--- config.mk ---
export PLATFORM = sky130hd
export DESIGN_NAME = msr_route_node
export DESIGN_NICKNAME = d
export VERILOG_FILES = /design/src/rtl/msr_route_pkg.sv /design/src/rtl/msr_route_decode.sv /design/src/rtl/msr_local_regs.sv /design/src/rtl/msr_route_node.sv
export SDC_FILE = /design/constraint.sdc
export NUM_CORES = 1
export LEC_CHECK = 0
export BUFFER_PORTS_ARGS = -buffer_cell sky130_fd_sc_hd__buf_4
export CORE_AREA = 2 2 321 323
export DETAILED_ROUTE_END_ITERATION = 8
export DIE_AREA = 0 0 323 325
export SLEW_MARGIN = 20
export SYNTH_ARGS = -nofsm -noshare
export SYNTH_HDL_FRONTEND = slang
export SYNTH_SLANG_ARGS = --single-unit
export TNS_END_PERCENT = 1
--- constraint.sdc ---
create_clock -name clk -period 2.8 [get_ports clk]
set_input_delay 0.42 -clock clk [delete_from_list [all_inputs] [get_ports clk]]
set_output_delay 0.42 -clock clk [all_outputs]
set_load 0.005 [all_outputs]
--- src/rtl/msr_route_pkg.sv ---
package msr_route_pkg;
  localparam int ADDR_W  = 32;
  localparam int IDX_W   = 14;
  localparam int PATH_W  = ADDR_W - IDX_W;
  localparam int HOP_W   = 3;
  localparam int NCH     = 1 << HOP_W;

  typedef enum logic [1:0] {ST_IDLE, ST_FWD_REQ, ST_FWD_RSP, ST_RESP} node_st_e;
  typedef enum logic [1:0] {RT_LOCAL, RT_FWD, RT_ERR} route_e;

  function automatic logic [PATH_W-1:0] route_of(input logic [ADDR_W-1:0] a);
    return a[ADDR_W-1:IDX_W];
  endfunction

  function automatic logic [HOP_W-1:0] lead_hop(input logic [ADDR_W-1:0] a);
    return a[ADDR_W-1 -: HOP_W];
  endfunction

  function automatic logic [IDX_W-1:0] index_of(input logic [ADDR_W-1:0] a);
    return a[IDX_W-1:0];
  endfunction

  function automatic logic [ADDR_W-1:0] next_hop_addr(input logic [ADDR_W-1:0] a);
    logic [PATH_W-1:0] r;
    r = route_of(a) << HOP_W;
    return {r, index_of(a)};
  endfunction
endpackage

--- src/rtl/msr_route_decode.sv ---
module msr_route_decode
  import msr_route_pkg::*;
#(
  parameter logic [NCH-1:0] CONN_MASK = 8'b0011_1110
) (
  input  logic [ADDR_W-1:0] addr,
  output route_e            route,
  output logic [HOP_W-1:0]  chan
);
  logic [PATH_W-1:0] path;
  assign path = route_of(addr);
  assign chan = lead_hop(addr);

  always_comb begin
    if (path == '0)              route = RT_LOCAL;
    else if (chan == '0)         route = RT_ERR;
    else if (CONN_MASK[chan])    route = RT_FWD;
    else                         route = RT_ERR;
  end
endmodule

--- src/rtl/msr_local_regs.sv ---
module msr_local_regs
  import msr_route_pkg::*;
#(
  parameter int DW   = 64,
  parameter int NREG = 4
) (
  input  logic             clk,
  input  logic             rst_n,
  input  logic             we,
  input  logic [IDX_W-1:0] idx,
  input  logic [DW-1:0]    wdata,
  output logic [DW-1:0]    rdata
);
  logic [DW-1:0] reg_vec [NREG];

  for (genvar r = 0; r < NREG; r++) begin : g_reg
    logic [DW-1:0] q;
    always_ff @(posedge clk) begin
      if (!rst_n)                          q <= '0;
      else if (we && idx == IDX_W'(r))     q <= wdata;
    end
    assign reg_vec[r] = q;
  end

  always_comb begin
    rdata = '0;
    for (int r = 0; r < NREG; r++)
      if (idx == IDX_W'(r)) rdata = reg_vec[r];
  end
endmodule

--- src/rtl/msr_route_node.sv ---
module msr_route_node
  import msr_route_pkg::*;
#(
  parameter int               DW        = 64,
  parameter int               NREG      = 4,
  parameter logic [NCH-1:0]   CONN_MASK = 8'b0011_1110
) (
  input  logic                clk,
  input  logic                rst_n,
  input  logic                up_req_valid,
  output logic                up_req_ready,
  input  logic [ADDR_W-1:0]   up_req_addr,
  input  logic                up_req_write,
  input  logic [DW-1:0]       up_req_wdata,
  output logic                up_rsp_valid,
  input  logic                up_rsp_ready,
  output logic [DW-1:0]       up_rsp_rdata,
  output logic                up_rsp_err,
  output logic [NCH-1:0]      dn_req_valid,
  input  logic [NCH-1:0]      dn_req_ready,
  output logic [ADDR_W-1:0]   dn_req_addr,
  output logic                dn_req_write,
  output logic [DW-1:0]       dn_req_wdata,
  input  logic [NCH-1:0]      dn_rsp_valid,
  output logic [NCH-1:0]      dn_rsp_ready,
  input  logic [NCH*DW-1:0]   dn_rsp_rdata,
  input  logic [NCH-1:0]      dn_rsp_err
);
  node_st_e           st;
  route_e             route;
  logic [HOP_W-1:0]   hop, ch_q;
  logic [ADDR_W-1:0]  addr_q;
  logic               wr_q;
  logic [DW-1:0]      wdata_q, rsp_data_q, loc_rdata, sel_rdata;
  logic               rsp_err_q, sel_err;

  // named internal events
  logic req_fire, local_ev, fwd_ev, err_ev, dn_fire, dn_rsp_fire, up_done;

  msr_route_decode #(.CONN_MASK(CONN_MASK)) u_dec (
    .addr (up_req_addr),
    .route(route),
    .chan (hop)
  );

  msr_local_regs #(.DW(DW), .NREG(NREG)) u_regs (
    .clk  (clk),
    .rst_n(rst_n),
    .we   (local_ev && up_req_write),
    .idx  (index_of(up_req_addr)),
    .wdata(up_req_wdata),
    .rdata(loc_rdata)
  );

  assign up_req_ready = (st == ST_IDLE);
  assign up_rsp_valid = (st == ST_RESP);
  assign up_rsp_rdata = rsp_data_q;
  assign up_rsp_err   = rsp_err_q;
  assign dn_req_addr  = addr_q;
  assign dn_req_write = wr_q;
  assign dn_req_wdata = wdata_q;

  for (genvar c = 0; c < NCH; c++) begin : g_ch
    if (c == 0) begin : g_self
      assign dn_req_valid[c] = 1'b0;
      assign dn_rsp_ready[c] = 1'b0;
    end else begin : g_port
      assign dn_req_valid[c] = (st == ST_FWD_REQ) && (ch_q == HOP_W'(c));
      assign dn_rsp_ready[c] = (st == ST_FWD_RSP) && (ch_q == HOP_W'(c));
    end
  end

  assign sel_rdata   = dn_rsp_rdata[int'(ch_q)*DW +: DW];
  assign sel_err     = dn_rsp_err[ch_q];
  assign req_fire    = up_req_valid && up_req_ready;
  assign local_ev    = req_fire && (route == RT_LOCAL);
  assign fwd_ev      = req_fire && (route == RT_FWD);
  assign err_ev      = req_fire && (route == RT_ERR);
  assign dn_fire     = |(dn_req_valid & dn_req_ready);
  assign dn_rsp_fire = |(dn_rsp_valid & dn_rsp_ready);
  assign up_done     = up_rsp_valid && up_rsp_ready;

  always_ff @(posedge clk) begin
    if (!rst_n) begin
      st         <= ST_IDLE;
      ch_q       <= '0;
      addr_q     <= '0;
      wr_q       <= 1'b0;
      wdata_q    <= '0;
      rsp_data_q <= '0;
      rsp_err_q  <= 1'b0;
    end else begin
      unique case (st)
        ST_IDLE: begin
          if (local_ev) begin
            rsp_data_q <= up_req_write ? '0 : loc_rdata;
            rsp_err_q  <= 1'b0;
            st         <= ST_RESP;
          end else if (err_ev) begin
            rsp_data_q <= '0;
            rsp_err_q  <= 1'b1;
            st         <= ST_RESP;
          end else if (fwd_ev) begin
            ch_q    <= hop;
            addr_q  <= next_hop_addr(up_req_addr);
            wr_q    <= up_req_write;
            wdata_q <= up_req_wdata;
            st      <= ST_FWD_REQ;
          end
        end
        ST_FWD_REQ: if (dn_fire) st <= ST_FWD_RSP;
        ST_FWD_RSP: if (dn_rsp_fire) begin
          rsp_data_q <= sel_rdata;
          rsp_err_q  <= sel_err;
          st         <= ST_RESP;
        end
        ST_RESP:    if (up_done) st <= ST_IDLE;
        default:    st <= ST_IDLE;
      endcase
    end
  end

  AST_DN_ONEHOT: assert property (@(posedge clk) disable iff (!rst_n)
    $onehot0(dn_req_valid) && !dn_req_valid[0]);
  AST_LOCAL_NO_FWD: assert property (@(posedge clk) disable iff (!rst_n)
    local_ev |=> (dn_req_valid == '0) && up_rsp_valid);
  AST_ERR_NO_FWD: assert property (@(posedge clk) disable iff (!rst_n)
    err_ev |=> (dn_req_valid == '0) && up_rsp_err);
  AST_FWD_INDEX: assert property (@(posedge clk) disable iff (!rst_n)
    fwd_ev |=> dn_req_addr[IDX_W-1:0] == $past(up_req_addr[IDX_W-1:0]));
  AST_BUSY_NO_ACCEPT: assert property (@(posedge clk) disable iff (!rst_n)
    (up_rsp_valid || dn_req_valid != '0) |-> !up_req_ready);
  AST_RSP_PASS: assert property (@(posedge clk) disable iff (!rst_n)
    dn_rsp_fire |=> up_rsp_rdata == $past(sel_rdata) && up_rsp_err == $past(sel_err));
  AST_DN_HOLD: assert property (@(posedge clk) disable iff (!rst_n)
    |(dn_req_valid & ~dn_req_ready) |=> $stable(dn_req_valid) && $stable(dn_req_addr)
      && $stable(dn_req_wdata) && $stable(dn_req_write));
  AST_UP_HOLD: assert property (@(posedge clk) disable iff (!rst_n)
    up_rsp_valid && !up_rsp_ready |=> up_rsp_valid && $stable(up_rsp_rdata)
      && $stable(up_rsp_err));
endmodule

==> summary by stage, run 1 <==
Power
The overall power is 18.7 mW. Per report_power, the clock group accounts for 34.1% of the total. VDD sags by at most around 0.00068 V. Summed over all nets, the switching power comes to 5.85 mW. In this run, the combinational gates consume 29.5% of the power. Net switching is 31.2% of the power. The power density normalized to cell area is 593 nW/um^2. The internal power is 12.9 mW. The static leakage is 11.9 nW. The share of total power dissipated in sequential elements is between 30% and 40%.

GRT
The overall track demand over capacity in global routing is 19.4%. The first global-routing pass estimated 149 mm of wire. Entering global routing, the biggest net connects 131 pins.

The overall overflow remaining after global route is 0. The initial antenna violation count came to 31. The number of global-route vias before repair is ~21k.

Outcome
The run finished with clean final reports.

STA
The clock arrives with 0.0238 ns of skew. The slew at the pin closest to its max-slew limit is 0.713 ns. The number of setup violations in the final report is 0. The worst pin sits at a relative slew slack of 52.4%. Setup repair after global routing left no endpoint under its margin. The number of slew-limit violations in the final report was 0. Static timing analysis puts the maximum clock frequency at 366 MHz. The share of the clock period used by the worst path after layout is 97.7%. Subtracting the final worst setup slack from the clock period gives between 2 and 3 ns. The final count of hold timing violations is 0.

Routing
The routed via count is 21.5k. Dividing the detail-routed via count by the number of cells gives about 4.7. The amount of wire on met3 after detailed routing is ~7.7 mm. After detailed routing, the total wire length is roughly 110 mm. The detailed router finished its first iteration with 1484 violations.

The number of iterations in the first detailed-routing pass is 5. The final routed DRC violation total is 0. The number of nets still failing antenna checks after routing is 0. After detailed routing, the average wire length per cell comes to ~23 microns. In the detailed route, the total length drawn on met2 is ~52 mm. The post-route met1 wirelength is about 43 mm.

The uppermost metal layer occupied by signal nets is met5.

Clock tree
The number of sinks handled by clock tree synthesis is 420. The clock tree from TritonCTS is built. The number of buffers between clock root and the deepest sink is 3.

The setup fix buffers added after clock tree synthesis is 0. After clock tree synthesis, the clock-pin slew on the worst setup and hold paths is 0.06 ns. Hold repair after CTS inserted 0 buffers.

The H-tree depth reported by CTS is 2. In this run, CTS created clock tree buffers numbering 47. The post-cts gate resize count is 0. CTS placed an instance of sky130_fd_sc_hd__clkbuf_16 at the clock tree root. The clock network latency to the later pin of the worst-skew pair is a little under 0.6 ns.

Synthesis
The number of instances in the synthesized netlist is 2453. Of the synthesized area, sequential elements account for 38.2%. Among all flip-flop cells after synthesis, the most frequent one is sky130_fd_sc_hd__dfxtp_1.

The synthesized design contains 0 enable-type register cells. The number of distinct library cells after synthesis is 45. The synthesized flop and latch total is 420. The synthesized area per cell is 8.98 sq um. The yosys synthesis warning count is 0. After synthesis the cells add up to ~22000 sq um. In the synthesized netlist the async set-or-reset flop fraction comes to 0%.

Floorplan
After floorplanning, the core was sized to cover 101000 sq um. For this configuration, the core starts out at a cell density of 21.7%. The number of ports placed on the die boundary is 817. The number of rows created at floorplan is 117. The x dimension of the die is 323 microns. The chip height is 325 microns. The die covers 105000 sq um.

Layout
The post-layout net count is 3814. Summing all non-filler instances in the final layout gives an area of between 30000 and 40000 sq um. The library cells used most frequently in the layout, excluding fill and tap cells, are 856 x sky130_fd_sc_hd__buf_4, 730 x sky130_fd_sc_hd__nand2_1, 417 x sky130_fd_sc_hd__dfxtp_1. The library cell used most frequently in the layout, excluding fill and tap cells, is sky130_fd_sc_hd__buf_4. The area growth from synthesis to layout is 43.4%. The fraction of final layout cells sized beyond drive strength 1 is 41.8%.

Place
The number of buffer cells added on primary ports is 809. The routability congestion estimate is ~0.92. The post-detailed-placement cell area is 30000 sq um.

The post-DP HPWL is between 80 and 90 mm.

Setup path
In this run the worst setup path begins at ch_q[0]$_SDFFE_PN0P_. STA classifies the critical path endpoint as an output port. The startpoint of the lowest-slack register-to-register path is st[0]$_SDFFE_PN0P_.

The data arrival time of the critical path is 2.32 ns. Of all nets on the critical path, the largest fanout is 22. The endpoint of the lowest-slack register-to-register path is up_rsp_rdata[22]$_SDFFE_PN0P_. For the worst flop-to-flop path, the logic depth is 8. The setup check on the worst reg-to-reg path leaves a slack of 0.18 ns. The required time reported for the critical path endpoint is 2.38 ns. By startpoint and endpoint, the worst setup path is classified as reg2out. The sort of element at the start of the critical path is a flip-flop.

Min path
The worst hold path stage count is 3. The start point of the worst min-delay path is up_req_addr[30]. The kind of path behind the tightest hold check is in2reg. The worst-case hold path end point is ch_q[1]$_SDFFE_PN0P_.

Run
The max-cap violation count is 0.
-- metal layers --
layer | GRT usage, % | up-vias
met2 | 33.8 | 862
met3 | 4.01 | 139
met1 | 23.6 | 10400
li1 | - | 10000
met5 | 0 | -
met4 | 6.13 | 12
-- critical path, stage by stage, from the launching register on --
cell and delay [ns]:
sky130_fd_sc_hd__dfxtp_4 0.45, sky130_fd_sc_hd__buf_12 0.22, sky130_fd_sc_hd__buf_4 0.21, sky130_fd_sc_hd__nand2_1 0.23, sky130_fd_sc_hd__nor2_1 0.40, sky130_fd_sc_hd__buf_4 0.19
-- registers in the layout, indices dropped and copies added (netlist names) --
signal and cells:
dn_req_addr 29, up_rsp_err 1, dn_req_wdata 64, st 2
u_regs.g.q 256, up_rsp_rdata 64, dn_req_write 1, ch_q 3
-- synth_stat cells (2+ instances only) --
cell | count | area [sq um]
sky130_fd_sc_hd__nor3_1 | 7 | 35.0
sky130_fd_sc_hd__nor2b_1 | 3 | 18.8
sky130_fd_sc_hd__or4_4 | 2 | 22.5
sky130_fd_sc_hd__a21boi_0 | 293 | 2200
sky130_fd_sc_hd__nand4_1 | 6 | 37.5
sky130_fd_sc_hd__buf_4 | 5 | 37.5
sky130_fd_sc_hd__o22ai_1 | 64 | 400
sky130_fd_sc_hd__a21boi_1 | 10 | 75.1
sky130_fd_sc_hd__clkbuf_1 | 180 | 676
sky130_fd_sc_hd__dfxtp_1 | 420 | 8410
sky130_fd_sc_hd__mux2_2 | 129 | 1450
sky130_fd_sc_hd__nand2b_1 | 5 | 31.3
sky130_fd_sc_hd__inv_1 | 6 | 22.5
sky130_fd_sc_hd__a31oi_1 | 65 | 407
sky130_fd_sc_hd__or3_1 | 65 | 407
sky130_fd_sc_hd__buf_1 | 21 | 78.8
sky130_fd_sc_hd__and4_1 | 3 | 26.3
sky130_fd_sc_hd__mux4_2 | 132 | 2970
sky130_fd_sc_hd__nor2_1 | 79 | 297
sky130_fd_sc_hd__nand3b_1 | 3 | 22.5
sky130_fd_sc_hd__buf_6 | 6 | 67.6
sky130_fd_sc_hd__o21a_1 | 2 | 15.0
sky130_fd_sc_hd__a21boi_2 | 50 | 563
sky130_fd_sc_hd__or4_1 | 4 | 30.0
sky130_fd_sc_hd__nor4_1 | 11 | 68.8
sky130_fd_sc_hd__buf_2 | 10 | 50.1
sky130_fd_sc_hd__nand2_2 | 50 | 313
sky130_fd_sc_hd__ha_1 | 4 | 50.1
sky130_fd_sc_hd__nand2_1 | 731 | 2740
sky130_fd_sc_hd__o21ai_0 | 66 | 330
sky130_fd_sc_hd__and2_1 | 7 | 43.8
-- cell families after synthesis --
group	count (synthesis)	synth area share, %
other	1	0.0170
adders and majority gates	4	0.227
DFF	420	38.2
muxes	262	20.1
AOI/OAI and AO/OA	558	18.4
and+or+nand+nor	980	18.8
buffers and inverters	228	4.23
-- cell type report --
type | count | area, sq um
inverters | 6 | 22.5
flip-flops and latches | 420 | 8420
fillers | 10700 | 69700
diodes | 12 | 30.0
repair buffers | 889 | 7080
clock inverters | 13 | 180
clock buffers | 68 | 1390
multi-input cells | 1809 | 12800
well taps | 1368 | 1710
-- how the worst max path moves through the flow --
stage                                                     to  cells past startpoint
after floorplan           u_regs.g_reg[3].q[53]$_SDFFE_PN0P_                      7
after global placement    u_regs.g_reg[3].q[31]$_SDFFE_PN0P_                      7
after detailed placement  u_regs.g_reg[3].q[17]$_SDFFE_PN0P_                      7
after CTS                                    dn_req_valid[5]                      5
after global routing                         dn_req_valid[5]                      5
final                                        dn_req_valid[5]                      5
-- per-stage QoR --
stage	worst slack, ns	util (%)	setup TNS, ns	hold WS, ns	cells
after floorplan	0.215	-	0	0.431	2457
after global placement	-0.0220	29.6	-0.436	0.442	4492
after detailed placement	-0.0440	29.6	-1.32	0.445	4492
after CTS	0.0767	31.2	0	0.0551	4573
after global routing	0.00361	31.2	0	0.0757	4582
final	0.0650	31.2	0	0.0971	4585
-- power by group through the flow --
stage / sequential, mW / clock [mW] / combinational, mW
after global routing: 6.87 / 6.75 / 5.93
after detailed placement: 6.94 / 0 / 5.56
after floorplan: 6.88 / 0 / 2.51
final: 6.82 / 6.39 / 5.53
after global placement: 6.94 / 0 / 5.53
after CTS: 6.82 / 6.55 / 5.58
No activity file was read; power rests on OpenSTA's default activity.
==> run 2: changes to the inputs <==
--- a/config.mk
+++ b/config.mk
@@ -5,10 +5,11 @@
 export SDC_FILE = /design/constraint.sdc
 export NUM_CORES = 1
 export LEC_CHECK = 0
+export ABC_AREA = 1
 export BUFFER_PORTS_ARGS = -buffer_cell sky130_fd_sc_hd__buf_4
-export CORE_AREA = 2 2 321 323
+export CORE_AREA = 2 2 319 321
 export DETAILED_ROUTE_END_ITERATION = 8
-export DIE_AREA = 0 0 323 325
+export DIE_AREA = 0 0 321 323
 export SLEW_MARGIN = 20
 export SYNTH_ARGS = -nofsm -noshare
 export SYNTH_HDL_FRONTEND = slang
==> summary by stage, run 2 <==
Run
The tool flagged a number of max-cap violations equal to 0.

Floorplan
The placeable core region is between 100000 and 150000 sq um. The floorplan step defined a die boundary enclosing 104000 sq um. The x dimension of the die is 321 microns. Once the floorplan was initialized, standard cells occupied 23.4% of the core. between 800 and 900 I/O pins were placed. The floorplan has 117 rows. The chip height is 323 microns.

Setup path
The setup path with the least slack is of type reg2out. Across all register-to-register paths, the minimum setup slack is 0.25 ns. The data arrival time of the critical path is about 2.2 ns. The worst setup path is launched from a flip-flop. The critical-path maximum fanout is 69. The worst setup path is captured at an output port. For the worst setup path, the data required time is around 2.4 ns.

Routing
In the routed design, unresolved DRC markers number 0. The wire length after detailed routing is 117 mm. The number of nets still failing antenna checks after routing is 0.

The mean routed wirelength per cell is around 19 microns. After the first detailed-routing iteration, the DRC count stood at 2141. Using the TritonRoute via totals, the vias-per-cell ratio works out to 4.56.

The routed via count is 27.7k. The first detailed-routing pass ran for 5 iterations.

Layout
The post-layout utilization of the core is 32.6%. In the layout the commonest cells are 1336 x sky130_fd_sc_hd__nand2_1, 910 x sky130_fd_sc_hd__nor2_1, 877 x sky130_fd_sc_hd__buf_4. The filler cells instantiated in the layout total 11.1k. From synthesis to final layout, the design area changed by 39.3%. Registers take 8410 sq um. The number of flip-flops in the largest register is 256.

More flip-flops sit in one register than any other, and that register is u_regs.g.q. The post-route netlist has about a fifth of its cells at a drive strength greater than 1. The library cell used most frequently in the layout, excluding fill and tap cells, is sky130_fd_sc_hd__nand2_1. At the end of the flow, the number of nets in the layout was 5363. In the final layout, the multi-input gates occupy 12800 sq um.

The non-filler instance count after layout is about 6.1k.

GRT
The first global-routing pass estimated 166 mm of wire. The initial antenna violation count was 20. Global routing used between 20% and 30% of the available tracks across all layers. The number of global-route vias before repair is 25.4k. Entering global routing, the biggest net connects roughly 130 pins. The overall overflow remaining after global route is 0.

STA
The share of the clock period used by the worst path after layout is 94.8%. The number of setup violations in the final report is 0. The final count of hold timing violations was 0. Across all hold checks on the routed design, the worst slack comes to 0.0448 ns. On the final layout, the worst clock skew is 0.0283 ns.

At the pin with the least slew margin, the transition time is 0.708 ns. Setup repair after global routing left no endpoint under its margin. The least setup slack across all paths after layout is 0.145 ns.

Static timing analysis puts the maximum clock frequency at approximately 380 MHz. The worst pin sits at a relative slew slack of 52.8%. The number of slew-limit violations in the final report is 0. Subtracting the final worst setup slack from the clock period gives roughly 2.7 ns. The setup TNS is 0 ns.

Place
The number of buffer cells added on primary ports is roughly 800. The routability congestion estimate is 0.921. The HPWL after detailed placement is approximately 86 mm. The number of placed instances, taps included, is 5981. Prior to clock tree synthesis, the placed netlist has a worst setup slack of 0.195 ns.

Clock tree
The number of buffers added to fix hold violations after cts is 0. The number of buffers between clock root and the deepest sink is 3. TritonCTS built the clock tree.

The clock network latency to the later pin of the worst-skew pair is 0.61 ns. In this run, post-CTS repair resized a total of 0 instances. Once the clock tree was built, the setup fixing pass inserted 0 buffers. The number of clock buffers added by TritonCTS is 48. The H-tree was split into 2 levels.

Clock-pin slew was measured on the worst setup and hold paths at roughly 0.060 ns. The master cell of the clock root buffer is sky130_fd_sc_hd__clkbuf_16. The number of sinks handled by clock tree synthesis is 420.

Synthesis
Yosys attributes the largest share of cell area to sky130_fd_sc_hd__dfxtp_1 36%, sky130_fd_sc_hd__nand2_1 21%, sky130_fd_sc_hd__nor2_1 15%. For this run, the number of Yosys warnings is 0. By count the netlist is led by 1342 x sky130_fd_sc_hd__nand2_1, 913 x sky130_fd_sc_hd__nor2_1, 420 x sky130_fd_sc_hd__dfxtp_1. Of the post-synthesis cell area, the dominant cell type holds roughly 36%. The most used flip-flop cell after synthesis is sky130_fd_sc_hd__dfxtp_1. Counting flops with an async set or reset pin after synthesis yields a share of 0%. The cell taking the most area after synthesis is sky130_fd_sc_hd__dfxtp_1. In this run, synthesis inferred 0 flip-flops with an integrated enable. Synthesis produced 4057 cells. The synthesized flop and latch total is 420. Among all cell types in the netlist, the one instantiated most often is sky130_fd_sc_hd__nand2_1.

In this run the mean area of a mapped cell was 5.81 sq um. The total standard cell area after synthesis is 23600 sq um. The netlist uses 26 different library cells. The register area share after synthesis is 35.7%.

Power
Power spread over the standard cell area amounts to between 600 and 700 nW/um^2. In this run the static leakage power is 16.9 nW. The worst-case IR drop observed on VDD is 0.000427 V.

Min path
In this run the worst hold path is classified as in2reg.

Outcome
The run finished with clean final reports.
==> run 2: changes by cell type after synthesis, moves of 71 or more <==
cell,previous run,this run
sky130_fd_sc_hd__mux4_2,132,0
sky130_fd_sc_hd__nand2_1,731,1342
sky130_fd_sc_hd__a21boi_0,293,0
sky130_fd_sc_hd__buf_2,10,95
sky130_fd_sc_hd__nand4_1,6,77
sky130_fd_sc_hd__nor2_1,79,913
sky130_fd_sc_hd__nand3_1,0,211
sky130_fd_sc_hd__mux2_2,129,0
sky130_fd_sc_hd__o21ai_0,66,190
sky130_fd_sc_hd__a21oi_1,1,140
sky130_fd_sc_hd__inv_1,6,324
==> run 2: kinds of logic (layout without fill, tap and decap cells) <==
logic type               after synthesis  in the layout  synth area share [%]
other                                  1             15                0.0159
AND/OR/NAND/NOR                     2562           2562                  43.0
flip-flops                           420            420                  35.7
AO/OA/AOI/OAI                        448            448                  10.4
buffers and inverters                622           1323                  10.7
adder cells (fa/ha/maj)                4              4                 0.212
==> run 2: layout make-up <==
cell class | count | share of cell area [%]
multi-input combinational | 3019 | 38.8
clock buffer | 67 | 4.21
inverter | 330 | 3.78
antenna | 10 | 0.0762
sequential | 420 | 25.6
tap | 1309 | 4.98
timing repair buffer | 903 | 21.6
clock inverter | 23 | 0.902
==> run 2: final timing paths <==
check / start / end / depth (start not counted)
worst min register to register: u_regs.g_reg[0].q[59]$_SDFFE_PN0P_ / u_regs.g_reg[0].q[59]$_SDFFE_PN0P_ / 2
worst max-delay path: ch_q[0]$_SDFFE_PN0P_ / dn_rsp_ready[4] / 5
worst min-delay path: up_req_addr[18] / dn_req_addr[21]$_SDFFE_PN0P_ / 3
worst max register to register: ch_q[0]$_SDFFE_PN0P_ / up_rsp_rdata[62]$_SDFFE_PN0P_ / 10
==> run 2: per-layer routing <==
layer / part of all wire (%) / wire, microns / track usage (%) / vias up
li1: - / - / - / 13900
met1: 45 / 52700 / 28.9 / 12600
met2: 44 / 50700 / 32.7 / 1070
met3: 8.2 / 9560 / 4.91 / 139
met4: 3.1 / 3580 / 7.09 / 4
met5: 0.019 / 22 / 0 / -
==> run 2: power breakdown <==
part | internal [mW] | total, mW | switching, mW
combinational | 2.83 | 7.62 | 4.79
sequential | 6.58 | 6.92 | 0.341
clock | 4.03 | 6.78 | 2.75
==> run 2: per-stage QoR <==
step                      total power [mW]  cell area, sq um
final                                 21.3             32900
after global routing                  22.5             32900
after CTS                             21.5             32800
after detailed placement              14.7             31200
after global placement                14.6             31200
after floorplan                       10.7             23600
==> run 2: worst max-delay path, cell delays in order, from the launching register on <==
cell                      delay [ns]
sky130_fd_sc_hd__dfxtp_1        0.40
sky130_fd_sc_hd__nor2_4         0.26
sky130_fd_sc_hd__buf_12         0.31
sky130_fd_sc_hd__inv_1          0.22
sky130_fd_sc_hd__nor3_1         0.19
sky130_fd_sc_hd__buf_4          0.17
